--- src/rtl/psg_bridge_pkg.sv ---
package psg_bridge_pkg;
  typedef enum logic [1:0] {
    OP_IDLE  = 2'b00,
    OP_WRITE = 2'b01,
    OP_READ  = 2'b10,
    OP_ADDR  = 2'b11
  } bus_op_e;
endpackage

--- src/rtl/psg_op_decode.sv ---
module psg_op_decode
  import psg_bridge_pkg::*;
(
  input  logic       strobe,
  input  logic [1:0] code,
  output logic       do_write,
  output logic       do_read,
  output logic       do_latch
);
  bus_op_e op;

  always_comb begin
    op       = bus_op_e'(code);
    do_write = 1'b0;
    do_read  = 1'b0;
    do_latch = 1'b0;
    if (strobe) begin
      case (op)
        OP_WRITE: do_write = 1'b1;
        OP_READ:  do_read  = 1'b1;
        OP_ADDR:  do_latch = 1'b1;
        default:  ;
      endcase
    end
  end
endmodule

--- src/rtl/psg_reg_bank.sv ---
module psg_reg_bank #(
  parameter int DATA_W   = 8,
  parameter int NUM_REGS = 16,
  parameter int IO_REG   = 14,
  localparam int IDX_W   = $clog2(NUM_REGS)
) (
  input  logic              clk,
  input  logic              rst_n,
  input  logic              wr_en,
  input  logic [IDX_W-1:0]  wr_idx,
  input  logic [DATA_W-1:0] wr_data,
  input  logic [IDX_W-1:0]  rd_idx,
  output logic [DATA_W-1:0] rd_val,
  output logic [DATA_W-1:0] io_port
);
  logic [DATA_W-1:0] regs_q [NUM_REGS];

  for (genvar i = 0; i < NUM_REGS; i++) begin : g_reg
    logic              en_i;
    logic [DATA_W-1:0] d_i;
    always_comb begin
      en_i = wr_en && (wr_idx == IDX_W'(i));
      d_i  = wr_data;
    end
    always_ff @(posedge clk or negedge rst_n) begin
      if (!rst_n)    regs_q[i] <= '0;
      else if (en_i) regs_q[i] <= d_i;
    end
  end

  always_comb begin
    rd_val  = regs_q[rd_idx];
    io_port = regs_q[IO_REG];
  end

  // a write to the output-port register reaches io_port on the next edge
  assert_io_follows_R6: assert property (@(posedge clk) disable iff (!rst_n)
    (wr_en && wr_idx == IDX_W'(IO_REG)) |=> io_port == $past(wr_data));

  // without a write enable the output port holds
  assert_io_hold_R11: assert property (@(posedge clk) disable iff (!rst_n)
    !wr_en |=> $stable(io_port));
endmodule

--- src/rtl/psg_rom_select.sv ---
module psg_rom_select #(
  parameter int DATA_W  = 8,
  parameter int ROM_BIT = 2
) (
  input  logic [DATA_W-1:0] pa_val,
  input  logic [DATA_W-1:0] pa_dir,
  output logic              boot_sel
);
  logic pin_is_out;

  always_comb begin
    pin_is_out = pa_dir[ROM_BIT];
    boot_sel   = pin_is_out ? pa_val[ROM_BIT] : 1'b1;
  end

  // an input-configured page pin always selects the boot ROM
  always_comb begin
    if (!pa_dir[ROM_BIT]) assert_pullup_boot_R9: assert (boot_sel == 1'b1);
  end
endmodule

--- src/rtl/psg_port_bridge.sv ---
module psg_port_bridge
  import psg_bridge_pkg::*;
#(
  parameter int DATA_W   = 8,
  parameter int NUM_REGS = 16,
  parameter int IO_REG   = 14,
  parameter int ROM_BIT  = 2,
  localparam int IDX_W   = $clog2(NUM_REGS)
) (
  input  logic              clk,
  input  logic              rst_n,
  input  logic [DATA_W-1:0] pa_out,
  input  logic [DATA_W-1:0] pa_ddr,
  input  logic              pa_wr,
  input  logic [DATA_W-1:0] pb_out,
  output logic [DATA_W-1:0] pb_in,
  output logic [DATA_W-1:0] psg_io,
  output logic              rom_boot_sel
);
  // reset: asserted asynchronously, released on a clock edge
  logic [1:0] rst_sync_q;
  logic       rst_int_n;

  always_ff @(posedge clk or negedge rst_n) begin
    if (!rst_n) rst_sync_q <= 2'b00;
    else        rst_sync_q <= {rst_sync_q[0], 1'b1};
  end
  assign rst_int_n = rst_sync_q[1];

  logic do_write, do_read, do_latch;

  psg_op_decode u_dec (
    .strobe   (pa_wr),
    .code     (pa_out[1:0]),
    .do_write (do_write),
    .do_read  (do_read),
    .do_latch (do_latch)
  );

  logic [DATA_W-1:0] addr_q, addr_d;
  logic [DATA_W-1:0] rdat_q, rdat_d;
  logic              addr_ok;
  logic [DATA_W-1:0] bank_val;

  always_comb begin
    addr_ok = (addr_q[DATA_W-1:IDX_W] == '0);
    addr_d  = do_latch ? pb_out : addr_q;
    rdat_d  = rdat_q;
    if (do_read) rdat_d = addr_ok ? bank_val : '1;
  end

  always_ff @(posedge clk or negedge rst_int_n) begin
    if (!rst_int_n) begin
      addr_q <= '0;
      rdat_q <= '0;
    end else begin
      if (do_latch) addr_q <= addr_d;
      if (do_read)  rdat_q <= rdat_d;
    end
  end

  psg_reg_bank #(
    .DATA_W   (DATA_W),
    .NUM_REGS (NUM_REGS),
    .IO_REG   (IO_REG)
  ) u_bank (
    .clk     (clk),
    .rst_n   (rst_int_n),
    .wr_en   (do_write && addr_ok),
    .wr_idx  (addr_q[IDX_W-1:0]),
    .wr_data (pb_out),
    .rd_idx  (addr_q[IDX_W-1:0]),
    .rd_val  (bank_val),
    .io_port (psg_io)
  );

  psg_rom_select #(
    .DATA_W  (DATA_W),
    .ROM_BIT (ROM_BIT)
  ) u_rom (
    .pa_val   (pa_out),
    .pa_dir   (pa_ddr),
    .boot_sel (rom_boot_sel)
  );

  assign pb_in = rdat_q;

  // address latch captures port B
  assert_addr_latch_R4: assert property (@(posedge clk) disable iff (!rst_int_n)
    (pa_wr && pa_out[1:0] == 2'b11) |=> addr_q == $past(pb_out));

  // no strobe, no change of address or read-back data
  assert_no_strobe_hold_R11: assert property (@(posedge clk) disable iff (!rst_int_n)
    !pa_wr |=> ($stable(addr_q) && $stable(pb_in)));

  // reads of a high address return all ones
  assert_oob_read_R7: assert property (@(posedge clk) disable iff (!rst_int_n)
    (pa_wr && pa_out[1:0] == 2'b10 && addr_q[DATA_W-1:IDX_W] != '0) |=> pb_in == '1);

  // writes to a high address leave the output port unchanged
  assert_oob_write_R7: assert property (@(posedge clk) disable iff (!rst_int_n)
    (pa_wr && pa_out[1:0] == 2'b01 && addr_q[DATA_W-1:IDX_W] != '0) |=> $stable(psg_io));

  // the idle code changes nothing
  assert_idle_code_R2: assert property (@(posedge clk) disable iff (!rst_int_n)
    (pa_wr && pa_out[1:0] == 2'b00) |=> ($stable(addr_q) && $stable(pb_in) && $stable(psg_io)));
endmodule

--- config.mk ---
export PLATFORM = sky130hd
export DESIGN_NAME = psg_port_bridge
export DESIGN_NICKNAME = d
export VERILOG_FILES = /design/src/rtl/psg_bridge_pkg.sv /design/src/rtl/psg_op_decode.sv /design/src/rtl/psg_reg_bank.sv /design/src/rtl/psg_rom_select.sv /design/src/rtl/psg_port_bridge.sv
export SDC_FILE = /design/constraint.sdc
export NUM_CORES = 1
export LEC_CHECK = 0
export ABC_CLOCK_PERIOD_IN_PS = 4900
export BUFFER_PORTS_ARGS = -buffer_cell sky130_fd_sc_hd__buf_4
export CORE_ASPECT_RATIO = 1.1
export CORE_MARGIN = 5
export CORE_UTILIZATION = 45
export CTS_BUF_LIST = sky130_fd_sc_hd__clkbuf_8
export DETAILED_ROUTE_END_ITERATION = 6
export HOLD_SLACK_MARGIN = 0.1
export SLEW_MARGIN = 30
export SYNTH_ARGS = -nofsm -noshare
export SYNTH_HDL_FRONTEND = slang
export SYNTH_HIERARCHICAL = 1
export SYNTH_SLANG_ARGS = --single-unit
--- constraint.sdc ---
create_clock -name clk -period 4.9 [get_ports clk]
set_clock_uncertainty 0.1 [all_clocks]
set_input_delay 1.225 -clock clk [delete_from_list [all_inputs] [get_ports clk]]
set_output_delay 1.225 -clock clk [all_outputs]
set_load 0.03 [all_outputs]
After elaboration in Yosys (flattened, before gate mapping):

Cells that the tools add are included.

* add/subtract/negate cells: 0
* multiply operators: 0
* div/mod/pow operators: 0
* order comparisons: 1
* equality and inequality tests: 18
* shift operators: 0
* multiplexer cells: 11
* bitwise operators: 1
* reductions and logical operators: 19

Operator list (count)
* $bmux W8 S4: 1
* $eq A4 B4 Y1 const B: 8
* $mux W8: 3
* $logic_and A1 B1 Y1: 17
* $eq A4 B3 Y1 const B: 4
* $eq A4 B2 Y1 const B: 2
* $logic_not A4 Y1: 2
* $mux W1: 7
* $ge A5 B5 Y1 const B: 1
* $not A4 Y5: 1
* $eq A2 B2 Y1 const B: 2
* $eq A4 B1 Y1 const B: 1
* $eq A2 B1 Y1 const B: 1

* register bits after elaboration: 146
* bits in latches: 0
* RAM bits: 0
* ROM bits: 0
* input bits: 27
* output and inout port bits: 17
* word-level logic and storage cells: 69
* memories: 0

Logic depth before layout (Yosys ltp):

* depth in word-level cells: 5
* gate-level depth with buffers: 7
* depth with buffers taken out: 5

Hierarchy:

The synthesis kept the hierarchy.

Modules (own cells, without submodules)
* psg_reg_bank: times used 1, cells each 372, area each 5963.2 um2, sequential area each 3203.1 um2
* psg_port_bridge: times used 1, cells each 56, area each 696.9 um2, sequential area each 450.4 um2
* psg_op_decode: times used 1, cells each 3, area each 25.0 um2, sequential area each 0.0 um2
* psg_rom_select: times used 1, cells each 1, area each 6.3 um2, sequential area each 0.0 um2

Least setup slack after synthesis:

No wires, ideal clock.

* path type: input to output
* start: input port pa_out[2]
* end: output port rom_boot_sel
* arrival time: 1.490 ns
* required time: 3.575 ns
* setup slack: 2.085 ns
* stages: 1
* cells stage by stage: nand2b_1

* longest elaborated chain between the ends: 1

RTL lines
* start: declaration: line psg_port_bridge.sv:12 `input logic [DATA_W-1:0] pa_out,`
* $mux W1: line psg_rom_select.sv:13 `boot_sel = pin_is_out ? pa_val[ROM_BIT] : 1'b1;`
* end: declaration: line psg_port_bridge.sv:18 `output logic rom_boot_sel`

No other way between the ends.

Worst setup path in the final report:

* start: input port pa_out[1]
* end: register u_bank/regs_q[98] (netlist name)

* longest elaborated chain between the ends: 5

RTL lines
* $eq A2 B1 Y1: line psg_op_decode.sv:18 `case (op)`
* $mux W1: line psg_op_decode.sv:18
* $mux W1: line psg_op_decode.sv:17 `if (strobe) begin`
* named net do_write: line psg_port_bridge.sv:30 `logic do_write, do_read, do_latch;`
* $logic_and A1 B1 Y1: line psg_port_bridge.sv:69 `.wr_en (do_write && addr_ok),`
* $logic_and A1 B1 Y1: line psg_reg_bank.sv:22 `en_i = wr_en && (wr_idx == IDX_W'(i));`
* end signal: indexed assignment: line psg_reg_bank.sv:27 `else if (en_i) regs_q[i] <= d_i;`
* end: declaration: line psg_reg_bank.sv:16 `logic [DATA_W-1:0] regs_q [NUM_REGS];`

The timed path passes the listed nets, and every way through them passes these cells.
A chain may end at the register's enable or synchronous reset.

==> results.ini <==
[status]
outcome=finished clean

[floorplanning]
die_y_um=138
ioPinCount=44
num_rows=46
core-area_um2=14500
fp.dieW_um=126
start_util=0.461
dieArea_um2=17400

[worst_setup_path]
path_buf_inv=1
slowest_delay_ns=0.73
worstPathCellList=buf_4 -> and3b_1 -> and2_1 -> nor3b_2 -> nor2b_1 -> mux2_2
cpMaxStageDelayCell=nor2b_1
cp_max_fo=8
worstPathRequired_ns=5.13
crit_family=simple AND/OR/NAND/NOR gates
cp.arrival_ns=3.25
cp-start-kind=input port
path_class=in -> reg
endpoint_kind=flip-flop

[cts]
numCtsBuffers=17
cts_resized=0
ctsHoldBuffers=0
clockBufferDepth=2
root_buffer=clkbuf_8
cts_sinks=146
cts.clk_slew.worst_paths_ns=0.08
post_cts_buffers=0
htree_num_levels=4
clkLatencyLatePin_ns=0.45
cts_tree=built

[logic_synthesis]
synth-seq-cells=146
syn_area_um2=6690
synth_warnings=6
synth_area_leaders=dfrtp_1 (55%), mux2_2 (23%), mux4_2 (5.7%)
ys_seq_area_frac=0.546
synth_cell_type_count=30
ys.flop_type=dfrtp_1
ys_async_sr_fraction=1.00
yosysTopAreaCell=dfrtp_1
synth-edff-count=0
synth_fp_nets=459
syn_area_per_cell_um2=15.5
synth_top_area_share=0.546
syn_inst=432
netlist_top_cells_count=dfrtp_1 (146), mux2_2 (136), mux4_2 (17)
synth_most_common_cell=dfrtp_1

[sta]
fin_crit_sh=0.617
fin_setup_tns_ns=0
rsz0062_at_grt=false
clock.fmax_mhz=331
relSlewSlack=0.422
min_period_ns=3.02
worstMarginPinSlew_ns=0.865
finalHoldViolCount=0
finalSetupViolCount=0
finalMaxSlewViolations=0

[cells_and_area]
fill_cells=1271
final_cells=655
multi_input_area_um2=2790
fin_nets=478
drive_above_1_share=0.497
syn2layout_area_growth_pct=9.16
diodes=0
regArea_um2=3660

[placed_design]
numPortBuffers=31
dp_cells=624
place.gp.congestion=0.793
hpwl_mm=8.91

[detailed_routing]
wl_per_cell_um=21.3
firstDrtPassIters=4
totalWireLength_mm=14.0
num_vias=3689
ant_nets=0
viasPerCell=5.63
drc=0
drt_iter0_drc=245

[global_route]
grt_pass1_vias=3798
grt_antenna_before_repair=0
grt_max_degree=55
grt-ovfl-total=0
grt_usage=0.172
grt_pass1_wl_mm=22.3

[pwr]
intPower_mw=1.84
netSwitchingFraction=0.271
cellLeakagePower_nw=3.56
clkPwrFrac=0.315
combPwrFrac=0.136
power_switching_uw=683
cellPowerDensity_nw_per_um2=345
power_frac_seq=0.549
vdd_drop_max_uv=168

[flow_run]
max-cap-violations=0

[min_path]
hold_path_class=reg -> reg

[per-stage QoR]
step | cell area (um^2) | hold slack (ns) | power [mW] | worst slack, ns | util
floorplan | 6690 | 0.231 | 1.65 | 0.431 | -
global placement | 6980 | 0.234 | 1.74 | 1.45 | 0.481
detailed placement | 6980 | 0.238 | 1.75 | 1.42 | 0.481
CTS | 7300 | 0.257 | 2.56 | 1.92 | 0.504
global route | 7300 | 0.277 | 2.64 | 1.84 | 0.504
finish | 7300 | 0.254 | 2.52 | 1.88 | 0.504
[registers in the layout, indices dropped and copies added (netlist names)]
| signal | cells |
|---|---|
| addr_q | 8 |
| pb_in | 8 |
| rst_sync_q | 2 |
| u_bank/io_port | 8 |
| u_bank/regs_q | 120 |
[routing by layer]
layer	routed length [um]	vias to the layer above	part of all wire	GRT usage
met2	6580	81	0.47	0.258
met1	6570	1959	0.47	0.244
met5	0	-	0	0
li1	-	1629	-	-
met3	593	20	0.042	0.0451
met4	227	0	0.016	0.0632
[area by class of cell]
type / instances / area share
well taps: 192 / 0.0329
multi-input cells: 243 / 0.381
flip-flops and latches: 146 / 0.501
clock inverters: 11 / 0.00702
inverters: 8 / 0.00411
repair buffers: 35 / 0.0360
clock buffers: 20 / 0.0377
[worst register-to-register path, cell delays in order, from the launching register on]
cell	delay [ns]
dfrtp_1	0.41
nor4_4	0.51
and2_1	0.34
nor3b_2	0.29
nor2b_1	0.73
mux2_2	0.42
[power groups by stage]
stage / sequential (mW) / clock (mW) / combinational [mW]
CTS: 1.39 / 0.824 / 0.345
global placement: 1.40 / 0 / 0.339
detailed placement: 1.41 / 0 / 0.344
finish: 1.38 / 0.794 / 0.341
floorplan: 1.40 / 0 / 0.256
global route: 1.40 / 0.872 / 0.365
[cell families after synthesis]
| logic type | count (synthesis) | synth area share |
|---|---|---|
| AO/OA/AOI/OAI | 24 | 0.0254 |
| buffers and inverters | 43 | 0.0376 |
| flip-flops | 146 | 0.546 |
| multiplexers | 168 | 0.345 |
| other | 1 | 0.000560 |
| AND/OR/NAND/NOR | 50 | 0.0456 |
[layout by cell type, fill, tap and decap left out, types with 8 or more instances in the layout]
master    count
dfrtp_1     144
mux2_2      136
buf_4        35
clkbuf_8     20
mux4_2       17
a22oi_1      16
mux4_1       14
inv_1        13
nor2_1       10
nand2_1      10
nor2_2        9
a31oi_1       8
[final timing paths]
check                         startpoint                 to  slack [ns]  cells past startpoint
max in group asynchronous  rst_sync_q[1]  u_bank/regs_q[30]        3.27                      1
min reg2reg                rst_sync_q[0]      rst_sync_q[1]        0.25                      0
max                            pa_out[1]  u_bank/regs_q[98]        1.88                      6
max reg2reg                    addr_q[5]  u_bank/regs_q[98]        2.00                      5
min in group asynchronous  rst_sync_q[1]  u_bank/regs_q[83]        0.29                      0
min                        rst_sync_q[0]      rst_sync_q[1]        0.25                      0
Note: power is estimated with default switching activity, not from simulation.
